## src/rtl/ncr_pkg.sv

```systemverilog
// Package: shared descriptor type, legacy window bounds and size decoding
// for the non-cacheable region matcher. Assumes a 32-bit physical address
// space and regions at 4 KiB granularity.
package ncr_pkg;

    localparam int ADDR_W = 32;
    localparam int DESC_W = 24;
    localparam int PAGE_SHIFT = 12;

    // Descriptor layout: high start byte, middle start byte, low start nibble, size code.
    typedef struct packed {
        logic [7:0] start_hi;
        logic [7:0] start_mid;
        logic [3:0] start_lo;
        logic [3:0] size_code;
    } ncr_desc_t;

    localparam logic [ADDR_W-1:0] UPPER_LO = 32'h000A_0000;
    localparam logic [ADDR_W-1:0] UPPER_HI = 32'h000F_FFFF;
    localparam logic [ADDR_W-1:0] HMA_LO   = 32'h0010_0000;
    localparam logic [ADDR_W-1:0] HMA_HI   = 32'h0010_FFFF;

    // Rebuild the full start address from a descriptor.
    function automatic logic [ADDR_W-1:0] desc_start(input ncr_desc_t d);
        return {d.start_hi, d.start_mid, d.start_lo, {PAGE_SHIFT{1'b0}}};
    endfunction

    // Compare mask: 1 where address bits must equal start bits.
    // Code 1..14 gives 2^(11+code) bytes; code 15 covers the whole space.
    function automatic logic [ADDR_W-1:0] size_mask(input logic [3:0] code);
        logic [ADDR_W-1:0] m;
        if (code == 4'hF) begin
            m = '0;
        end else begin
            m = ~((32'h1 << (int'(code) + PAGE_SHIFT - 1)) - 32'h1);
        end
        return m;
    endfunction

endpackage

```

## src/rtl/ncr_region_match.sv

```systemverilog
// Module: matches one address against one region descriptor.
// Purely combinational. A size code of 0 disables the region.
// Assumes the descriptor is stable while it is being used.
module ncr_region_match
    import ncr_pkg::*;
(
    input  logic [DESC_W-1:0] desc,
    input  logic [ADDR_W-1:0] addr,
    output logic              hit
);

    ncr_desc_t         d;
    logic [ADDR_W-1:0] start;
    logic [ADDR_W-1:0] mask;

    // Decode the descriptor and compare the bits above the region size.
    always_comb begin
        d     = ncr_desc_t'(desc);
        start = desc_start(d);
        mask  = size_mask(d.size_code);
        hit   = (d.size_code != 4'h0) && (((addr ^ start) & mask) == '0);
    end

endmodule

```

## src/rtl/ncr_legacy_window.sv

```systemverilog
// Module: checks one address against the two fixed low-memory windows.
// Each window counts only when its enable is set. Combinational.
module ncr_legacy_window
    import ncr_pkg::*;
(
    input  logic [ADDR_W-1:0] addr,
    input  logic              upper_en,
    input  logic              hma_en,
    output logic              hit
);

    logic in_upper;
    logic in_hma;

    // Inclusive range tests on both windows, gated by their enables.
    always_comb begin
        in_upper = (addr >= UPPER_LO) && (addr <= UPPER_HI);
        in_hma   = (addr >= HMA_LO) && (addr <= HMA_HI);
        hit      = (upper_en && in_upper) || (hma_en && in_hma);
    end

endmodule

```

## src/rtl/nc_region_check.sv

```systemverilog
// Module: cacheability decision for one address per strobe.
// It ORs NUM_REGIONS programmable regions with two fixed windows into nc_flag,
// and matches one system-management region into smm_hit. Both outputs are
// registered one cycle after addr_valid and hold while it is low.
// Reset is synchronous and active low.
module nc_region_check
    import ncr_pkg::*;
#(
    parameter int NUM_REGIONS = 4
) (
    input  logic                          clk,
    input  logic                          rst_n,
    input  logic                          addr_valid,
    input  logic [ADDR_W-1:0]             addr,
    input  logic [NUM_REGIONS*DESC_W-1:0] region_desc,
    input  logic                          legacy_upper_nc,
    input  logic                          legacy_hma_nc,
    input  logic [DESC_W-1:0]             smm_desc,
    output logic                          nc_flag,
    output logic                          smm_hit
);

    logic [NUM_REGIONS-1:0] region_hit;
    logic                   legacy_hit;
    logic                   smm_match;
    logic                   nc_next;

    // One matcher per programmable region.
    for (genvar k = 0; k < NUM_REGIONS; k++) begin : g_region
        ncr_region_match u_match (
            .desc (region_desc[k*DESC_W +: DESC_W]),
            .addr (addr),
            .hit  (region_hit[k])
        );
    end

    ncr_legacy_window u_legacy (
        .addr     (addr),
        .upper_en (legacy_upper_nc),
        .hma_en   (legacy_hma_nc),
        .hit      (legacy_hit)
    );

    ncr_region_match u_smm (
        .desc (smm_desc),
        .addr (addr),
        .hit  (smm_match)
    );

    // Any enabled source makes the address non-cacheable.
    always_comb nc_next = (|region_hit) || legacy_hit;

    // Register the decisions on a strobe; hold them otherwise.
    always_ff @(posedge clk) begin
        if (!rst_n) begin
            nc_flag <= 1'b1;
            smm_hit <= 1'b0;
        end else if (addr_valid) begin
            nc_flag <= nc_next;
            smm_hit <= smm_match;
        end
    end

endmodule

```

## config.mk

```make
export PLATFORM = sky130hd
export DESIGN_NAME = nc_region_check
export DESIGN_NICKNAME = d
export VERILOG_FILES = /design/src/rtl/ncr_pkg.sv /design/src/rtl/ncr_region_match.sv /design/src/rtl/ncr_legacy_window.sv /design/src/rtl/nc_region_check.sv
export SDC_FILE = /design/constraint.sdc
export NUM_CORES = 1
export LEC_CHECK = 0
export BUFFER_PORTS_ARGS = -buffer_cell sky130_fd_sc_hd__buf_2
export CORE_MARGIN = 3
export CORE_UTILIZATION = 31
export CTS_BUF_LIST = sky130_fd_sc_hd__clkbuf_8 sky130_fd_sc_hd__clkbuf_16
export DETAILED_ROUTE_END_ITERATION = 7
export GPL_TIMING_DRIVEN = 0
export SLEW_MARGIN = 15
export SYNTH_ARGS = -nofsm -noshare
export SYNTH_HDL_FRONTEND = slang
export SYNTH_HIERARCHICAL = 1
export SYNTH_SLANG_ARGS = --single-unit
```

## constraint.sdc

```tcl
create_clock -name clk -period 5.85 [get_ports clk]
set_input_delay 1.755 -clock clk [delete_from_list [all_inputs] [get_ports clk]]
set_output_delay 1.755 -clock clk [all_outputs]
set_load 0.05 [all_outputs]
```

==> impl_results.md, run 1 <==
* Status: finished clean
* Max Buffers Root-to-Sink at 2
* Die span in x at 150 µm
* Sequential area share after synthesis at 0.620%
* CP endpoint kind: register
* Initial DRT Pass Iterations at 5
* Post-DR wirelength/cell at 21.2 µm
* DP HPWL at 22600 µm
* Die area at 22600 µm²
* Hold Violations, Final at 0
* Final setup fails at 0
* CP delay by family, top: compound AO/OA/AOI/OAI gates
* Pwr dens at 105 nW/µm²
* Worst vdd ir at 0.0672 mV
* I/O pins at 159
* Antenna viol nets, final at 0
* Setup TNS at 0 ns
* Port-buffer cells at 141
* Fmax achieved at 181 MHz
* Clock Latency Late Sink at 0.22 ns
* Via count at 8084
* Worst EP arrival at 5.62 ns
* Synth Warn # at 6
* Crit path time final at 5.54 ns
* Initial antenna violation count at 0
* Final WS setup at 0.313 ns
* Multi-input gate area in the final layout at 5920 µm²
* Area Overhead vs Synth at 17.6%
* CTS Root Cell: clkbuf_16
* Most frequent cells in the layout: buf_2, nand2_1, xor2_1, xnor2_1, nor2_1
* CTS sink cnt at 2
* Ant diodes at 0
* Cells along the critical path: buf_2 -> or2_2 -> clkbuf_1 -> inv_1 -> ha_1 -> nand3_1 -> o211ai_1 -> a2111oi_4 -> nand2_1 -> nor2_1 -> nor3_1 -> a311oi_1 -> o32ai_1 -> nor4b_2 -> a32oi_1
* CP max stage delay at 0.70 ns
* # nets final at 1264
* Period utilization at 94.7%
* First-pass GRT wire length at 42800 µm
* Post-CTS setup repair buffer count at 0
* Dominant synthesized flop cell: dfxtp_1
* Critical Path Slowest Stage Cell: a2111oi_4
* CTS tree: yes
* Iter 0 DRT Violations at 642
* Maxcap violations at 0
* Share of cells above drive strength 1 at 23.0%
* Max transition margin at 52.0%
* Post-Synthesis Cell Area at 6460 µm²
* Die H at 150 µm
* Worst EP required at 5.93 ns
* Core Region at 20400 µm²
* Synth cell types at 80
* LEAKAGE at 2.79 nW
* Ys async rst share at 0%
* Post-Syn Area per Cell at 6.86 µm²
* Total congestion overflow at 0
* GRT Total Usage at 24.2%
* Gpl congestion at 1.01
* # hold bufs at CTS at 0
* Critical path peak fanout at 10
* Layout Skew at 0 ns
* Total Wirelength at 28800 µm
* Clk pin slew, worst setup/hold paths at 0.03 ns
* Post-synth EDFFs at 0
* Initial core utilization at 31.7%
* CTS buffer count at 3
* RSZ-0062 raised after global routing: no
* Slew Viols, Final at 0
* Synth Instances at 941
* Post-CTS sizing at 0
* FF+latch count, synth at 2
* Vias in the first global route at 7379
* FF+latch area at 40.0 µm²
* Placement row count at 52
* Via-to-Cell Ratio at 5.94
* Worst setup SP type: input port
* Worst Hold Class: register to register
* WP buf/inv at 3
* Number of filler cells placed in the layout at 2201
* H-tree levels at 1
* Most common cell after layout, fill and taps aside: buf_2
* Least-Margin Pin Slew at 0.712 ns
* Setup CP Type: input port to register
* Residual DRC at 0
* Largest net degree at the start of global routing at 11
* Place WS at 0.227 ns
## tightest hold or removal path, cell delays in order (launching register included)
cell and delay [ns]:
dfxtp_1 0.31, mux2i_1 0.06, nor2b_1 0.10
## area by class of cell
| type | instances | area share, % |
|---|---|---|
| clock buffers | 3 | 0.988 |
| multi-input cells | 841 | 78.0 |
| inverters | 21 | 1.04 |
| repair buffers | 141 | 9.29 |
| well taps | 270 | 4.45 |
| plain buffers | 82 | 5.75 |
| flip-flops and latches | 2 | 0.527 |
## state kept, by name (all words and copies together), names as in the netlist
name     count
nc_flag      1
smm_hit      1
## where the power goes
group          leakage (nW)  total [mW]  internal (mW)  switching [mW]
Combinational          2.74       0.678          0.258           0.420
Sequential           0.0164      0.0149         0.0145        0.000399
Clock                0.0370       0.102         0.0869          0.0154
## through the flow
stage | cell area [µm²] | hold WS [ns] | utilization [%] | power [mW] | std cells
floorplan | 6480 | 0.698 | - | 0.460 | 946
global placement | 7520 | 0.471 | 36.9 | 0.675 | 1357
detailed placement | 7520 | 0.498 | 36.9 | 0.672 | 1357
CTS | 7590 | 0.510 | 37.3 | 0.778 | 1360
global route | 7590 | 0.543 | 37.3 | 0.851 | 1360
finish | 7590 | 0.512 | 37.3 | 0.795 | 1360
## layer usage
metal	track usage (%)	vias up	part of all wire [%]
li1	-	3803	-
met1	33.2	3765	42
met2	38.3	454	44
met3	3.82	62	9.7
met4	8.42	0	4.2
met5	0	-	0
## kinds of logic (layout without fill, tap and decap cells)
group           after synthesis  count (layout)  share of synthesized area, %
flops                         2               2                         0.620
fa+ha+maj                    19              19                          3.53
compound gates              288             288                          33.9
buf+inv                     103             247                          7.98
simple gates                367             367                          31.8
xor+xnor                    156             156                          21.7
other cells                   5              10                         0.291
mux                           1               1                         0.155
## synthesized netlist by cell type, types with 6 or more instances
library cell / instances / area share, %
clkbuf_1: 35 / 2.0
buf_2: 34 / 2.6
nor3b_1: 6 / 0.70
a21o_1: 6 / 0.70
nand2b_1: 6 / 0.58
a31oi_1: 12 / 1.2
and3_1: 12 / 1.2
nand4_1: 10 / 0.97
a211oi_1: 20 / 2.3
o32ai_1: 9 / 1.2
o31ai_1: 11 / 1.3
nor3_1: 42 / 3.3
nand2_1: 78 / 4.5
a21oi_1: 64 / 5.0
o21ai_0: 43 / 3.3
or4_1: 8 / 0.93
a32oi_1: 7 / 0.95
o221ai_1: 12 / 1.6
o211ai_1: 12 / 1.4
nor2b_1: 16 / 1.6
xor2_1: 77 / 10
inv_1: 20 / 1.2
ha_1: 15 / 2.9
a21boi_0: 9 / 1.0
buf_6: 10 / 1.7
xnor2_1: 74 / 10
o2111ai_1: 7 / 0.95
nand3_1: 31 / 2.4
nor2_1: 68 / 4.0
nand3b_1: 11 / 1.3
nor4b_2: 6 / 1.4
or3_1: 15 / 1.5
o311ai_0: 14 / 1.9
nor4_2: 6 / 1.2
nor4_1: 7 / 0.68
## path summary, 6_finish.rpt
path	from	endpoint	slack [ns]	cells after the start
max	region_desc[25]	nc_flag	0.31	15
min	smm_hit	smm_hit	0.51	2
max reg2reg	nc_flag	nc_flag	5.23	2
min reg2reg	smm_hit	smm_hit	0.51	2
Power figures use the tool's default switching activity.
==> run 2: changes to the inputs <==
--- a/config.mk
+++ b/config.mk
@@ -14,5 +14,4 @@
 export SLEW_MARGIN = 15
 export SYNTH_ARGS = -nofsm -noshare
 export SYNTH_HDL_FRONTEND = slang
-export SYNTH_HIERARCHICAL = 1
 export SYNTH_SLANG_ARGS = --single-unit
==> constraint.sdc (replaced) <==
create_clock -name clk -period 5.3 [get_ports clk]
set_input_delay 1.59 -clock clk [delete_from_list [all_inputs] [get_ports clk]]
set_output_delay 1.59 -clock clk [all_outputs]
set_load 0.05 [all_outputs]
==> run 2 against run 1 <==
Critical path type unchanged. Clock-buffer cell count did not move. Utilization increased by 2.6 points. Design area increased by 29%. Synthesized cell count increased by 27%. Largest cell class unchanged. Sequential power grew 11%.
==> impl_results.md, run 2 <==
* Synth Warn # at 0
* Post-DR wirelength/cell at 23.9 µm
* CTS Root Cell: clkbuf_16
* Worst EP arrival at 5.37 ns
* Worst Hold Class: register to register
* Commonest cells in the netlist: nand2_1, a21oi_1, nor2_1
* Residual DRC at 0
* FF+latch count, synth at 2
* CTS buffer count at 3
* Net Count, Synth at 1394
* Iter 0 DRT Violations at 1233
* Initial antenna violation count at 0
* Ant diodes at 0
* CP max stage delay at 0.37 ns
* DP HPWL at 31300 µm
* Most common cell after layout, fill and taps aside: buf_2
* Core Util, Final at 39.9%
* Antenna viol nets, final at 0
* Critical path peak fanout at 12
* Share of cells above drive strength 1 at 24.2%
* H-tree levels at 1
* Worst vdd ir at 0.209 mV
* Initial DRT Pass Iterations at 5
* FF+latch area at 40.0 µm²
* Cells along the critical path: clkbuf_4 -> inv_1 -> ha_1 -> buf_2 -> or3_1 -> a21oi_2 -> nor2_1 -> nor2_2 -> nand3_1 -> ha_1 -> a222oi_1 -> o2111ai_1 -> a221oi_1 -> and3_1 -> nand4_1 -> o31a_1 -> a32oi_2
* Post-Syn Area per Cell at 6.48 µm²
* Clk pin slew, worst setup/hold paths at 0.03 ns
* Gpl congestion at 1.03
* Post-Synthesis Cell Area at 7740 µm²
* Design area at 9760 µm²
* Pwr dens at 137 nW/µm²
* Hold Violations, Final at 0
* GRT Total Usage at 27.9%
* Share of the synthesized area in the top cell type at 8.82%
* CTS tree: yes
* Total congestion overflow at 0
* Top cell type by total area after synthesis: xnor2_1
* Via count at 10700
* Synth Instances at 1195
* Maxcap violations at 0
* Area Overhead vs Synth at 26.0%
* Status: finished clean
* Least-Margin Pin Slew at 1.26 ns
* Most used cell, CP: ha_1
* Synth cell types at 102
* Most frequent cells in the layout: buf_2, nand2_1, a21oi_1, nor2_1, xnor2_1
* Slew Viols, Final at 0
* Period utilization at 98.7%
* First-pass GRT wire length at 59000 µm
* LEAKAGE at 3.64 nW
* Final setup fails at 0
* CP endpoint kind: register
* Port-buffer cells at 137
* Post-synth EDFFs at 0
* Biggest regs: nc_flag x1, smm_hit x1
* Max transition margin at 15.3%
* Power Total at 1.34 mW
* Total Wirelength at 40000 µm
* WP buf/inv at 3
* Die span in x at 164 µm
* Setup TNS at 0 ns
* Worst setup SP type: input port
* Via-to-Cell Ratio at 6.38
* Dpl cell area at 8880 µm²
* CTS sink cnt at 2
* I/O pins at 159
* # nets final at 1554
* Largest net degree at the start of global routing at 20
* Worst EP required at 5.44 ns
* Synth area leaders: xnor2_1, xor2_1, ha_1, a21oi_1, nand2_1
* Initial core utilization at 31.7%
* Setup CP Type: input port to register
* Critical Path Slowest Stage Cell: or3_1
* Cell with the most instances after synthesis: nand2_1
* Sequential area share after synthesis at 0.517%
* Dominant synthesized flop cell: dfxtp_1
* Die H at 164 µm
* Placement row count at 57
* Die area at 26900 µm²
* Max Buffers Root-to-Sink at 2
* Layout Skew at 0 ns
* Multi-input gate area in the final layout at 7670 µm²
* Vias in the first global route at 9894
* Crit path time final at 5.23 ns
* Core Region at 24500 µm²
* Ys async rst share at 0%
* Fmax achieved at 191 MHz
* Number of filler cells placed in the layout at 2599
* Clock Latency Late Sink at 0.22 ns
* CP delay by family, top: compound AO/OA/AOI/OAI gates
==> run 2: cell count changes after synthesis, moves of 15 or more <==
cell / delta
clkbuf_1: +31
ha_1: +27
nand2b_1: +16
a21oi_1: +22
nand4_1: +16
buf_1: +15
nor2_1: +15
nand2_1: +30
nand3_1: +27
o21ai_0: +31
buf_2: -22
==> run 2: through the flow <==
| stage | cells | hold slack, ns | setup WS [ns] |
|---|---|---|---|
| 2_1_floorplan | 1195 | 0.698 | 0.0211 |
| 3_3_place_gp | 1656 | 0.542 | -1.22 |
| 3_5_place_dp | 1656 | 0.529 | -1.22 |
| 4_1_cts | 1665 | 0.534 | -0.00805 |
| 5_1_grt | 1677 | 0.595 | -0.00171 |
| 6_report | 1677 | 0.555 | 0.0706 |
==> run 2: cell type report <==
cell class	instances	share of cell area (%)
buffer	88	5.15
sequential	2	0.410
inverter	35	1.51
tap	324	4.15
clock buffer	3	0.769
timing repair buffer	165	9.40
multi-input combinational	1060	78.6
==> run 2: path summary, 6_finish.rpt <==
kind | startpoint | endpoint | slack, ns | cells after the start
max | region_desc[26] | nc_flag | 0.07 | 17
max reg2reg | smm_hit | smm_hit | 4.52 | 4
min | nc_flag | nc_flag | 0.55 | 2
min reg2reg | nc_flag | nc_flag | 0.55 | 2
==> run 2: what timing repair did <==
item / 4_1_cts / 5_1_grt
pin swaps: 13 / 16
buffers inserted: 13 / 15
setup endpoints to repair: 2 / 2
gates resized for setup: 85 / 89
hold buffers: 0 / 0
==> run 2: per-layer routing <==
metal  global-route usage (%)  part of all wire, %  vias to the layer above
li1                         -                    -                     4791
met5                        0                    0                        -
met4                     12.8                  5.9                        0
met2                     42.4                   43                      767
met1                     38.7                   41                     5003
met3                     4.34                   11                      140
==> run 2: where the power goes <==
group	switching, mW	internal [mW]
logic	0.754	0.456
clock network	0.0197	0.0962
registers	0.000414	0.0161
total	0.774	0.568
==> run 2: logic make-up (layout without fill, tap and decap cells) <==
logic type | Yosys count | in the layout | share of synthesized area, %
AND/OR/NAND/NOR | 471 | 471 | 31.6
AO/OA/AOI/OAI | 384 | 384 | 35.3
XOR/XNOR | 148 | 148 | 16.7
buffers and inverters | 133 | 291 | 6.98
adder cells (fa/ha/maj) | 42 | 42 | 6.79
multiplexers | 15 | 15 | 2.05
flip-flops | 2 | 2 | 0.517
==> run 2: tightest hold or removal path: cells and delay by family, from the launching register on <==
kind | cells | cell delay, ns
flops | 1 | 0.30
simple gates | 1 | 0.13
compound gates | 1 | 0.07
==> run 3: changes to the inputs <==
--- a/config.mk
+++ b/config.mk
@@ -11,6 +11,7 @@
 export CTS_BUF_LIST = sky130_fd_sc_hd__clkbuf_8 sky130_fd_sc_hd__clkbuf_16
 export DETAILED_ROUTE_END_ITERATION = 7
 export GPL_TIMING_DRIVEN = 0
+export SKIP_CTS_REPAIR_TIMING = 1
 export SLEW_MARGIN = 15
 export SYNTH_ARGS = -nofsm -noshare
 export SYNTH_HDL_FRONTEND = slang
==> constraint.sdc (replaced) <==
create_clock -name clk -period 5.3 [get_ports clk]
set_input_delay 1.06 -clock clk [delete_from_list [all_inputs] [get_ports clk]]
set_output_delay 1.06 -clock clk [all_outputs]
set_load 0.05 [all_outputs]
==> run 3 against run 2 <==
Combinational power is 6% lower. Clock skew unchanged. Routed wire length fell by 2.2%. Flip-flop and latch count unchanged. Worst hold slack worse by 0.021 ns. Via count fell by 2.4%. Die area is the same.
==> impl_results.md, run 3 (same netlist as run 2, synthesis figures left out) <==
* Fmax achieved at 194 MHz
* LEAKAGE at 3.48 nW
* WHS at 0.533 ns
* Clock Latency Late Sink at 0.22 ns
* CTS sink cnt at 2
* Biggest regs: nc_flag x1, smm_hit x1
* Die span in x at 164 µm
* Maxcap violations at 0
* I/O pins at 159
* Number of filler cells placed in the layout at 2688
* Period utilization at 97.3%
* Clk pin slew, worst setup/hold paths at 0.03 ns
* Most common cell after layout, fill and taps aside: buf_2
* CTS tree: yes
* Crit path time final at 5.16 ns
* Final WS setup at 0.144 ns
* Die H at 164 µm
* Post-DR wirelength/cell at 23.5 µm
* Via-to-Cell Ratio at 6.27
* Die area at 26900 µm²
* Pwr dens at 137 nW/µm²
* Gpl congestion at 0.999
* Initial antenna violation count at 3
* Via count at 10400
* Least-Margin Pin Slew at 1.08 ns
* Layout Skew at 0 ns
* Slew Viols, Final at 0
* Worst setup SP type: input port
* Antenna viol nets, final at 0
* Worst min-delay path startpoint: nc_flag
* Total congestion overflow at 0
* Core Region at 24500 µm²
* Power Total at 1.27 mW
* WP buf/inv at 4
* Reg-to-reg startpoint: smm_hit
* # nets final at 1543
* CP max stage delay at 0.61 ns
* Hold Violations, Final at 0
* Critical Path Slowest Stage Cell: or4_1
* H-tree levels at 1
* Final setup fails at 0
* CP endpoint kind: register
* Vias in the first global route at 9604
* Initial core utilization at 31.7%
* GRT Total Usage at 27.2%
* Area Overhead vs Synth at 19.4%
* Status: finished clean
* DP HPWL at 30800 µm
* CP delay by family, top: simple AND/OR/NAND/NOR gates
* Max transition margin at 27.5%
* Critical path peak fanout at 10
* CTS buffer count at 3
* Placement row count at 57
* Initial DRT Pass Iterations at 6
* Worst vdd ir at 0.158 mV
* Place WS at -1.51 ns
* Share of cells above drive strength 1 at 19.5%
* Cells along the critical path: buf_2 -> buf_2 -> inv_1 -> ha_2 -> nand2b_1 -> and2_1 -> ha_2 -> nand2_4 -> nor2_2 -> nand3_1 -> ha_2 -> o211ai_1 -> or3_1 -> buf_2 -> and4_4 -> a2111oi_4 -> nand3_1 -> or4_1 -> o41ai_2
* Worst Hold Class: register to register
* Largest net degree at the start of global routing at 12
* Flop-to-flop setup slack at 4.55 ns
* Residual DRC at 0
* Max Buffers Root-to-Sink at 2
* Total Wirelength at 39100 µm
* Worst EP arrival at 5.28 ns
* Port-buffer cells at 137
* Setup CP Type: input port to register
* CTS Root Cell: clkbuf_16
* Iter 0 DRT Violations at 1118
* Most frequent cells in the layout: buf_2, nand2_1, a21oi_1, nor2_1, xnor2_1
* Worst setup path start: smm_desc[0]
* Worst EP required at 5.42 ns
* First-pass GRT wire length at 56800 µm
==> run 3: cell type report <==
class / instances / area (µm²) / share of cell area [%]
well taps: 324 / 405 / 4.38
inverters: 35 / 135 / 1.46
repair buffers: 150 / 788 / 8.52
multi-input cells: 1060 / 7400 / 80.0
clock buffers: 3 / 75.1 / 0.812
flip-flops and latches: 2 / 40.0 / 0.433
plain buffers: 92 / 408 / 4.41
diodes: 1 / 2.50 / 0.0271
==> run 3: routing by layer <==
layer / GRT usage [%] / part of all wire (%) / vias to the layer above
met3: 4.99 / 9.4 / 116
met4: 13.0 / 5.5 / 4
met1: 36.6 / 42 / 4928
li1: - / - / 4779
met5: 0 / 0.082 / -
met2: 41.6 / 43 / 619
==> run 3: metrics by stage <==
step | TNS, ns | std cells | util (%) | instance area, µm²
floorplan | 0 | 1195 | - | 7740
global placement | -1.88 | 1656 | 36.1 | 8840
detailed placement | -1.86 | 1656 | 36.1 | 8840
CTS | -1.49 | 1659 | 36.4 | 8910
global route | -0.0167 | 1666 | 37.8 | 9250
finish | 0 | 1667 | 37.8 | 9250
==> run 3: final timing paths <==
| check | end | cells after the start |
|---|---|---|
| max | smm_hit | 19 |
| min | nc_flag | 2 |
| max reg2reg | smm_hit | 4 |
| min reg2reg | nc_flag | 2 |
==> run 3: tightest hold or removal path: stages, from the launching register on <==
cell and delay (ns):
dfxtp_1 0.29, nor2_1 0.11, a32oi_2 0.07
==> run 3: report_power, final <==
part / leakage [nW] / internal, mW / switching, mW
clock: 0.0370 / 0.0961 / 0.0189
combinational: 3.43 / 0.415 / 0.720
sequential: 0.0164 / 0.0161 / 0.000387
